==> src/rtl/uart_rx_core.sv <==
module uart_rx_core #(
  parameter int BAUD_W = 8
) (
  input  logic              clk,
  input  logic              rst_n,
  input  logic              rx_pin,
  input  logic              rx_en,
  input  logic              rx_ie,
  input  logic              cfg_seven,
  input  logic              cfg_parity,
  input  logic              cfg_odd,
  input  logic              cfg_two_stop,
  input  logic [1:0]        cfg_presc,
  input  logic [BAUD_W-1:0] cfg_baud,
  input  logic              rd_ack,
  input  logic              clr_err,
  output logic [7:0]        rx_data,
  output logic              rx_full,
  output logic              err_overrun,
  output logic              err_frame,
  output logic              err_parity,
  output logic              irq_rxfull,
  output logic              irq_rxerr
);

  localparam int TW = BAUD_W + 7;
  localparam int HW = TW + 4;

  typedef enum logic [2:0] {S_IDLE, S_START, S_DATA, S_PAR, S_STOP} st_t;

  logic [1:0]    sync_q;
  logic          rx_s;
  st_t           st;
  logic [TW-1:0] tick, bit_len;
  logic [TW-1:0] bit_len_in;
  logic [3:0]    frame_len_in, frame_len;
  logic [HW-1:0] hold;
  logic [2:0]    idx;
  logic [7:0]    sh;
  logic          par_acc, pbit_q, stop_bad, stop_idx;
  logic          seven_q, pen_q, odd_q, two_q;
  logic          tick_done, bad_now;

  assign rx_s         = sync_q[1];
  assign tick_done    = (tick == '0);
  assign bad_now      = stop_bad | ~rx_s;
  assign bit_len_in   = (TW'(cfg_baud) + TW'(1)) << {cfg_presc, 1'b0};
  assign frame_len_in = 4'd1 + (cfg_seven ? 4'd7 : 4'd8) + {3'b000, cfg_parity}
                        + (cfg_two_stop ? 4'd2 : 4'd1);
  assign irq_rxerr    = rx_ie & (err_overrun | err_frame | err_parity);

  always_ff @(posedge clk) begin
    if (!rst_n) sync_q <= 2'b11;
    else        sync_q <= {sync_q[0], rx_pin};
  end

  always_ff @(posedge clk) begin
    if (!rst_n) begin
      st          <= S_IDLE;
      tick        <= '0;
      bit_len     <= '0;
      frame_len   <= '0;
      hold        <= '0;
      idx         <= '0;
      sh          <= '0;
      par_acc     <= 1'b0;
      pbit_q      <= 1'b0;
      stop_bad    <= 1'b0;
      stop_idx    <= 1'b0;
      seven_q     <= 1'b0;
      pen_q       <= 1'b0;
      odd_q       <= 1'b0;
      two_q       <= 1'b0;
      rx_data     <= '0;
      rx_full     <= 1'b0;
      err_overrun <= 1'b0;
      err_frame   <= 1'b0;
      err_parity  <= 1'b0;
      irq_rxfull  <= 1'b0;
    end else begin
      irq_rxfull <= 1'b0;
      if (rd_ack) rx_full <= 1'b0;
      if (clr_err) begin
        err_overrun <= 1'b0;
        err_frame   <= 1'b0;
        err_parity  <= 1'b0;
      end
      if (hold != '0) hold <= hold - HW'(1);

      if (!rx_en) begin
        st <= S_IDLE;
      end else begin
        case (st)
          S_IDLE: begin
            if (hold == '0 && !rx_s) begin
              st        <= S_START;
              tick      <= bit_len_in >> 1;
              bit_len   <= bit_len_in;
              frame_len <= frame_len_in;
              seven_q   <= cfg_seven;
              pen_q     <= cfg_parity;
              odd_q     <= cfg_odd;
              two_q     <= cfg_two_stop;
            end
          end
          S_START: begin
            if (!tick_done) begin
              tick <= tick - TW'(1);
            end else if (!rx_s) begin
              st       <= S_DATA;
              tick     <= bit_len - TW'(1);
              idx      <= '0;
              sh       <= '0;
              par_acc  <= 1'b0;
              stop_bad <= 1'b0;
              stop_idx <= 1'b0;
            end else begin
              st <= S_IDLE;
            end
          end
          S_DATA: begin
            if (!tick_done) begin
              tick <= tick - TW'(1);
            end else begin
              sh      <= {rx_s, sh[7:1]};
              par_acc <= par_acc ^ rx_s;
              tick    <= bit_len - TW'(1);
              idx     <= idx + 3'd1;
              if (idx == (seven_q ? 3'd6 : 3'd7))
                st <= pen_q ? S_PAR : S_STOP;
            end
          end
          S_PAR: begin
            if (!tick_done) begin
              tick <= tick - TW'(1);
            end else begin
              pbit_q <= rx_s;
              tick   <= bit_len - TW'(1);
              st     <= S_STOP;
            end
          end
          S_STOP: begin
            if (!tick_done) begin
              tick <= tick - TW'(1);
            end else if (two_q && !stop_idx) begin
              stop_idx <= 1'b1;
              stop_bad <= bad_now;
              tick     <= bit_len - TW'(1);
            end else begin
              st   <= S_IDLE;
              hold <= HW'(frame_len) * HW'(bit_len);
              if (bad_now) begin
                err_frame <= 1'b1;
              end else if (rx_full) begin
                err_overrun <= 1'b1;
              end else begin
                rx_data    <= seven_q ? {1'b0, sh[7:1]} : sh;
                rx_full    <= 1'b1;
                irq_rxfull <= rx_ie;
                if (pen_q && (par_acc ^ pbit_q ^ odd_q)) err_parity <= 1'b1;
              end
            end
          end
          default: st <= S_IDLE;
        endcase
      end
    end
  end

  AST_RXFULL_ONE_CYCLE: assert property (@(posedge clk) disable iff (!rst_n)
    irq_rxfull |=> !irq_rxfull);
  AST_PULSE_WITH_DATA: assert property (@(posedge clk) disable iff (!rst_n)
    irq_rxfull |-> rx_full && $past(rx_ie));
  AST_HELD_BYTE: assert property (@(posedge clk) disable iff (!rst_n)
    rx_full |=> $stable(rx_data));
  AST_OVR_NEEDS_FULL: assert property (@(posedge clk) disable iff (!rst_n)
    $rose(err_overrun) |-> $past(rx_full));
  AST_OFF_IS_IDLE: assert property (@(posedge clk) disable iff (!rst_n)
    !rx_en |=> st == S_IDLE);
  AST_REST_IDLE: assert property (@(posedge clk) disable iff (!rst_n)
    (hold != '0) |-> st == S_IDLE);

endmodule

==> config.mk <==
export PLATFORM = sky130hd
export DESIGN_NAME = uart_rx_core
export DESIGN_NICKNAME = d
export VERILOG_FILES = /design/src/rtl/uart_rx_core.sv
export SDC_FILE = /design/constraint.sdc
export NUM_CORES = 1
export LEC_CHECK = 0
export ABC_CLOCK_PERIOD_IN_PS = 3500
export BUFFER_PORTS_ARGS = -buffer_cell sky130_fd_sc_hd__buf_2
export CAP_MARGIN = 10
export CORE_MARGIN = 3
export CORE_UTILIZATION = 35
export CTS_CLUSTER_SIZE = 25
export DETAILED_ROUTE_END_ITERATION = 12
export PLACE_DENSITY = 0.58
export SYNTH_ARGS = -nofsm -noshare
export SYNTH_HDL_FRONTEND = slang
export SYNTH_SLANG_ARGS = --single-unit
export TNS_END_PERCENT = 50
==> constraint.sdc <==
create_clock -name clk -period 3.5 [get_ports clk]
set_clock_uncertainty 0.05 [all_clocks]
set_input_delay 0.7 -clock clk [delete_from_list [all_inputs] [get_ports clk]]
set_output_delay 0.7 -clock clk [all_outputs]
set_load 0.05 [all_outputs]
# ---- After elaboration in Yosys (flattened, before gate mapping)
# Index checks and enable logic that the tools add are counted.
dict set report op_classes {
  addsub 8
  n_mul 1
  n_div 0
  n_lt_le_gt_ge 0
  eq_ne 16
  n_shift 1
  n_mux 72
  bitwise_logic 15
  reduce_logical 22
}
# cell n
set ops {}
lappend ops {{$mux W19} 5}
lappend ops {{$mux W15} 6}
lappend ops {{$pmux W15 S4} 1}
lappend ops {{$mux W1} 36}
lappend ops {{$mux W3} 11}
lappend ops {{$mux W8} 4}
lappend ops {{$sub A15 B1 Y15 const B} 2}
lappend ops {{$logic_not A19 Y1} 1}
lappend ops {{$mul A4 B15 Y19} 1}
lappend ops {{$reduce_bool A19 Y1} 1}
lappend ops {{$sub A19 B1 Y19 const B} 1}
lappend ops {{$ne A2 B2 Y1 const B} 9}
lappend ops {{$pmux W8 S2} 1}
lappend ops {{$logic_not A15 Y1} 1}
lappend ops {{$pmux W3 S5} 1}
lappend ops {{$shl A9 B3 Y15} 1}
lappend ops {{$reduce_and A6 Y1} 2}
lappend ops {{$reduce_and A5 Y1} 2}
lappend ops {{$add A8 B1 Y9 const B} 1}
lappend ops {{$not A1 Y1} 8}
lappend ops {{$reduce_and A7 Y1} 1}
lappend ops {{$reduce_or A7 Y1} 1}
lappend ops {{$eq A3 B2 Y1 const B} 2}
lappend ops {{$ne A3 B3 Y1 const B} 2}
lappend ops {{22 further kinds} 34}
dict set report totals {
  register_bits 90
  latch_bits 0
  mem_bits_rw 0
  romBits 0
  inputBits 21
  output_inout_bits 14
  elab_cells 157
  mem_count 0
}

# ---- Depth between registers and ports, before layout
dict set report logic_depth {
  ltp_word 10
  mapped_depth 14
}

# ---- Worst setup path after synthesis
# Ideal clock, no wire load.
dict set report synth_timing {
  path_kind {register -> register}
  startpoint {reg frame_len[3]}
  endpoint {reg hold[17]}
  setup_ns 0.132
  arrival_time_ns 3.404
  required_ns 3.318
  slack_ns -0.086
  path_stages_with_launch 14
  period_less_slack_ns 3.586
  cell_sequence {dfxtp_1 clkbuf_1 and2_1 fa_1 inv_1 fa_1 inv_1 ha_1 a21o_1 a21o_1 a21oi_1 nand4_1 nand3_1 or3b_2}
}
dict set report synth_between {
  elab_chain_cells 5
}
# item line_no
set synth_rtl {}
lappend synth_rtl {{start, declared} 36} ;# logic [3:0] frame_len_in, frame_len;
lappend synth_rtl {{start signal, assigned} 99} ;# frame_len <= frame_len_in;
lappend synth_rtl {{$mul A4 B15 Y19} 151} ;# hold <= HW'(frame_len) * HW'(bit_len);
lappend synth_rtl {{$mux W19} 145} ;# end else if (two_q && !stop_idx) begin
lappend synth_rtl {{$mux W19} 143} ;# if (!tick_done) begin
lappend synth_rtl {{$mux W19} 93} ;# case (st)
lappend synth_rtl {{$mux W19} 90} ;# if (!rx_en) begin
lappend synth_rtl {{end signal, assigned} 88} ;# if (hold != '0) hold <= hold - HW'(1);
lappend synth_rtl {{end signal, assigned} 151}
lappend synth_rtl {{end, declared} 37} ;# logic [HW-1:0] hold;
# No other way between the ends.
# A chain may end at the register's enable or synchronous reset.

# ---- Final worst setup path
dict set report layout_timing {
  startpoint {reg frame_len[1]}
  endpoint {reg hold[17]}
}
# The elaborated chain is that of the path after synthesis.

==> results.json <==
{
  "maxCapViolations": 0,
  "ant_nets": 0,
  "worstSkewPairLatency_ns": 0.36,
  "rsz0062_at_grt": "false",
  "htreeDepth": 3,
  "grt_pass1_wl_um": 33200,
  "start_kind": "register",
  "cts_tree": "built",
  "status": "completed",
  "tightest_slew_ns": 0.758,
  "setup_viol": 0,
  "dp_hpwl_um": 15800,
  "wl_per_cell_um": 16.5,
  "ys.flop_type": "dfxtp_1",
  "die_h_um": 149,
  "seq_area_frac_synth_pct": 25.1,
  "drt_iter0_markers": 515,
  "multi_input_area_um2": 5090,
  "diodes": 0,
  "yosysUniqueCellTypes": 74,
  "power_switching_w": 0.00138,
  "fin_nets": 1066,
  "p_leak_nw": 3.49,
  "synth_seq_cells": 90,
  "crit_arrival_ns": 3.59,
  "worst-path-max-fanout": 6,
  "post_layout_nonfiller_instances": 1256,
  "first_pass_iters": 8,
  "seqCellArea_um2": 1810,
  "max_stage_delay_ns": 0.54,
  "dp.cells": 1239,
  "vdd_ir_drop_max_mv": 0.254,
  "die-area_um2": 22300,
  "numCtsBuffers": 9,
  "hp-class": "register to register",
  "antenna_found_initial": 0,
  "p_per_area_nw_per_um2": 420,
  "cts-root-buf": "clkbuf_16",
  "num-fill-cells": 2078,
  "layout-drive-gt1-share_pct": 17.0,
  "synthCells": 925,
  "cts_buffer_depth": 2,
  "swShare_pct": 38.9,
  "fin_util_pct": 42.7,
  "io_buffers": 34,
  "setup.worst_path.end_class": "register",
  "combPwrFrac_pct": 37.8,
  "grt_util_all_layers_pct": 18.5,
  "overflow": 0,
  "grt_pass1_vias": 6477,
  "place.gp.congestion": 0.952,
  "routed_wl_um": 20700,
  "placed_cell_area_um2": 7960,
  "core-area_um2": 19800,
  "io_pins": 35,
  "synth.avg_cell_area_um2": 7.76,
  "cts.sinks": 90,
  "final_hold_viol_count": 0,
  "synth_nets": 1005,
  "synth_edf_count": 0,
  "slew_headroom_pct": 49.4,
  "vias_per_cell": 5.52,
  "pwr-share-clk_pct": 28.8,
  "drv_slew": 0,
  "yosysWarnings": 0,
  "async_flop_share_pct": 0,
  "syn_to_final_growth_pct": 17.7,
  "initial_core_util_pct": 36.3,
  "crit_type": "register to register",
  "cp_top_family": "adder cells",
  "setup_tns_ns": 0,
  "seqPwrFrac_pct": 33.5,
  "netlist_area_um2": 7180,
  "fin_area_um2": 8450,
  "layout_min_cycle_time_ns": 3.40,
  "fmax_mhz": 295,
  "path_buf_inv": 4,
  "die_w_um": 149,
  "vias": 6927,
  "clk_pin_slew_ns": 0.08,
  "path_cells": "buf_4 -> and2_1 -> fa_1 -> inv_1 -> fa_1 -> inv_2 -> ha_4 -> or3_4 -> o21ai_2 -> buf_4 -> nand4_1 -> nand3_1 -> or3b_4",
  "p_int_w": 0.00217,
  "fin_crit_sh_pct": 97.0,
  "rows": 51,
  "slowest_stage": "fa_1",
  "drc": 0,
  "power.total_w": 0.00355,
  "grt_max_degree": 40,
  "cp_data_required_time_ns": 3.69
}
-- synthesized netlist by cell type (9+ instances only) --
| cell type | instances | area share, % |
|---|---|---|
| or4_1 | 12 | 1.3 |
| clkbuf_1 | 42 | 2.2 |
| mux2i_1 | 20 | 2.8 |
| xor2_1 | 17 | 2.1 |
| a21oi_1 | 69 | 4.8 |
| nand2_1 | 88 | 4.6 |
| xnor2_1 | 23 | 2.8 |
| inv_1 | 63 | 3.3 |
| nor3_1 | 36 | 2.5 |
| fa_1 | 27 | 7.5 |
| and2_1 | 52 | 4.5 |
| nor2b_1 | 9 | 0.78 |
| a211oi_1 | 24 | 2.5 |
| a21o_1 | 16 | 1.7 |
| nor2_1 | 79 | 4.1 |
| ha_1 | 32 | 5.6 |
| o211ai_1 | 19 | 2.0 |
| o21ai_0 | 28 | 2.0 |
| or3_1 | 11 | 0.96 |
| nor4_1 | 14 | 1.2 |
| dfxtp_1 | 90 | 25 |
| nand4_1 | 10 | 0.87 |
| nand3_1 | 25 | 1.7 |
| nand2b_1 | 9 | 0.78 |
-- metal layers --
metal  share of wire, %  vias to the layer above  track usage (%)
met5                  0                        -                0
met2                 44                      222             28.0
met4                2.0                        0             5.26
met3                6.3                       27             3.25
li1                   -                     3397                -
met1                 48                     3281             27.0
-- kinds of logic (layout without fill, tap and decap cells) --
kind of cell	after synthesis	in the layout	share of synthesized area (%)
simple gates	381	381	27.5
compound gates	220	220	20.2
fa+ha+maj	59	59	13.1
buf+inv	114	180	6.26
xor+xnor	40	40	4.88
flops	90	90	25.1
mux	21	21	2.95
-- final cells by class --
class	count	area share, %
multi-input cells	721	60.2
flip-flops and latches	90	21.5
repair buffers	100	7.97
well taps	265	3.93
inverters	64	2.84
clock buffers	9	2.67
clock inverters	7	0.904
-- final timing paths --
kind	start	endpoint	cells after the start	slack, ns
hold / removal	sync_q[0]	sync_q[1]	1	0.36
setup reg to reg	frame_len[1]	hold[17]	13	0.10
hold reg to reg	sync_q[0]	sync_q[1]	1	0.36
setup / recovery	frame_len[1]	hold[17]	13	0.10
-- flip-flops by register name, indices dropped and copies added (netlist names), 2 cells and up --
signal / cells
bit_len: 15
frame_len: 4
hold: 19
idx: 3
rx_data: 8
sh: 8
st: 3
sync_q: 2
tick: 15
-- stage by stage --
step,setup WS (ns),hold WS (ns)
finish,0.105,0.363
global route,0.000899,0.409
CTS,0.00299,0.363
detailed placement,-0.0728,0.344
global placement,-0.0631,0.340
floorplan,-0.0102,0.336
-- timing repair --
| action | 4_1_cts | 5_1_grt |
|---|---|---|
| hold buffers | 0 | 0 |
| gates resized for setup | 7 | 38 |
| buffers inserted | 0 | 1 |
| cloned | 0 | 0 |
| setup endpoints to repair | 4 | 10 |
| pin swaps | 4 | 20 |
-- power groups by stage --
stage,Combinational (W),Clock [W],Sequential [W]
6_report,0.00134,0.00102,0.00119
3_3_place_gp,0.00131,0,0.00121
2_1_floorplan,0.000959,0,0.00118
5_1_grt,0.00146,0.00108,0.00120
3_5_place_dp,0.00130,0,0.00121
4_1_cts,0.00132,0.00105,0.00119
-- cell usage in the layout (no fill, tap or decap), drive strengths merged, types with 9 or more instances in the layout --
cell and n:
a211oi 24, a21o 16, a21oi 70, and2 52
buf 100, clkbuf 9, dfxtp 90, fa 27
ha 32, inv 70, mux2i 20, nand2 88
nand2b 9, nand3 25, nand4 10, nor2 80
nor2b 9, nor3 37, nor4 16, o211ai 19
o21ai 29, or3 11, or4 14, xnor2 23
xor2 17
Power figures use the tool's default switching activity.
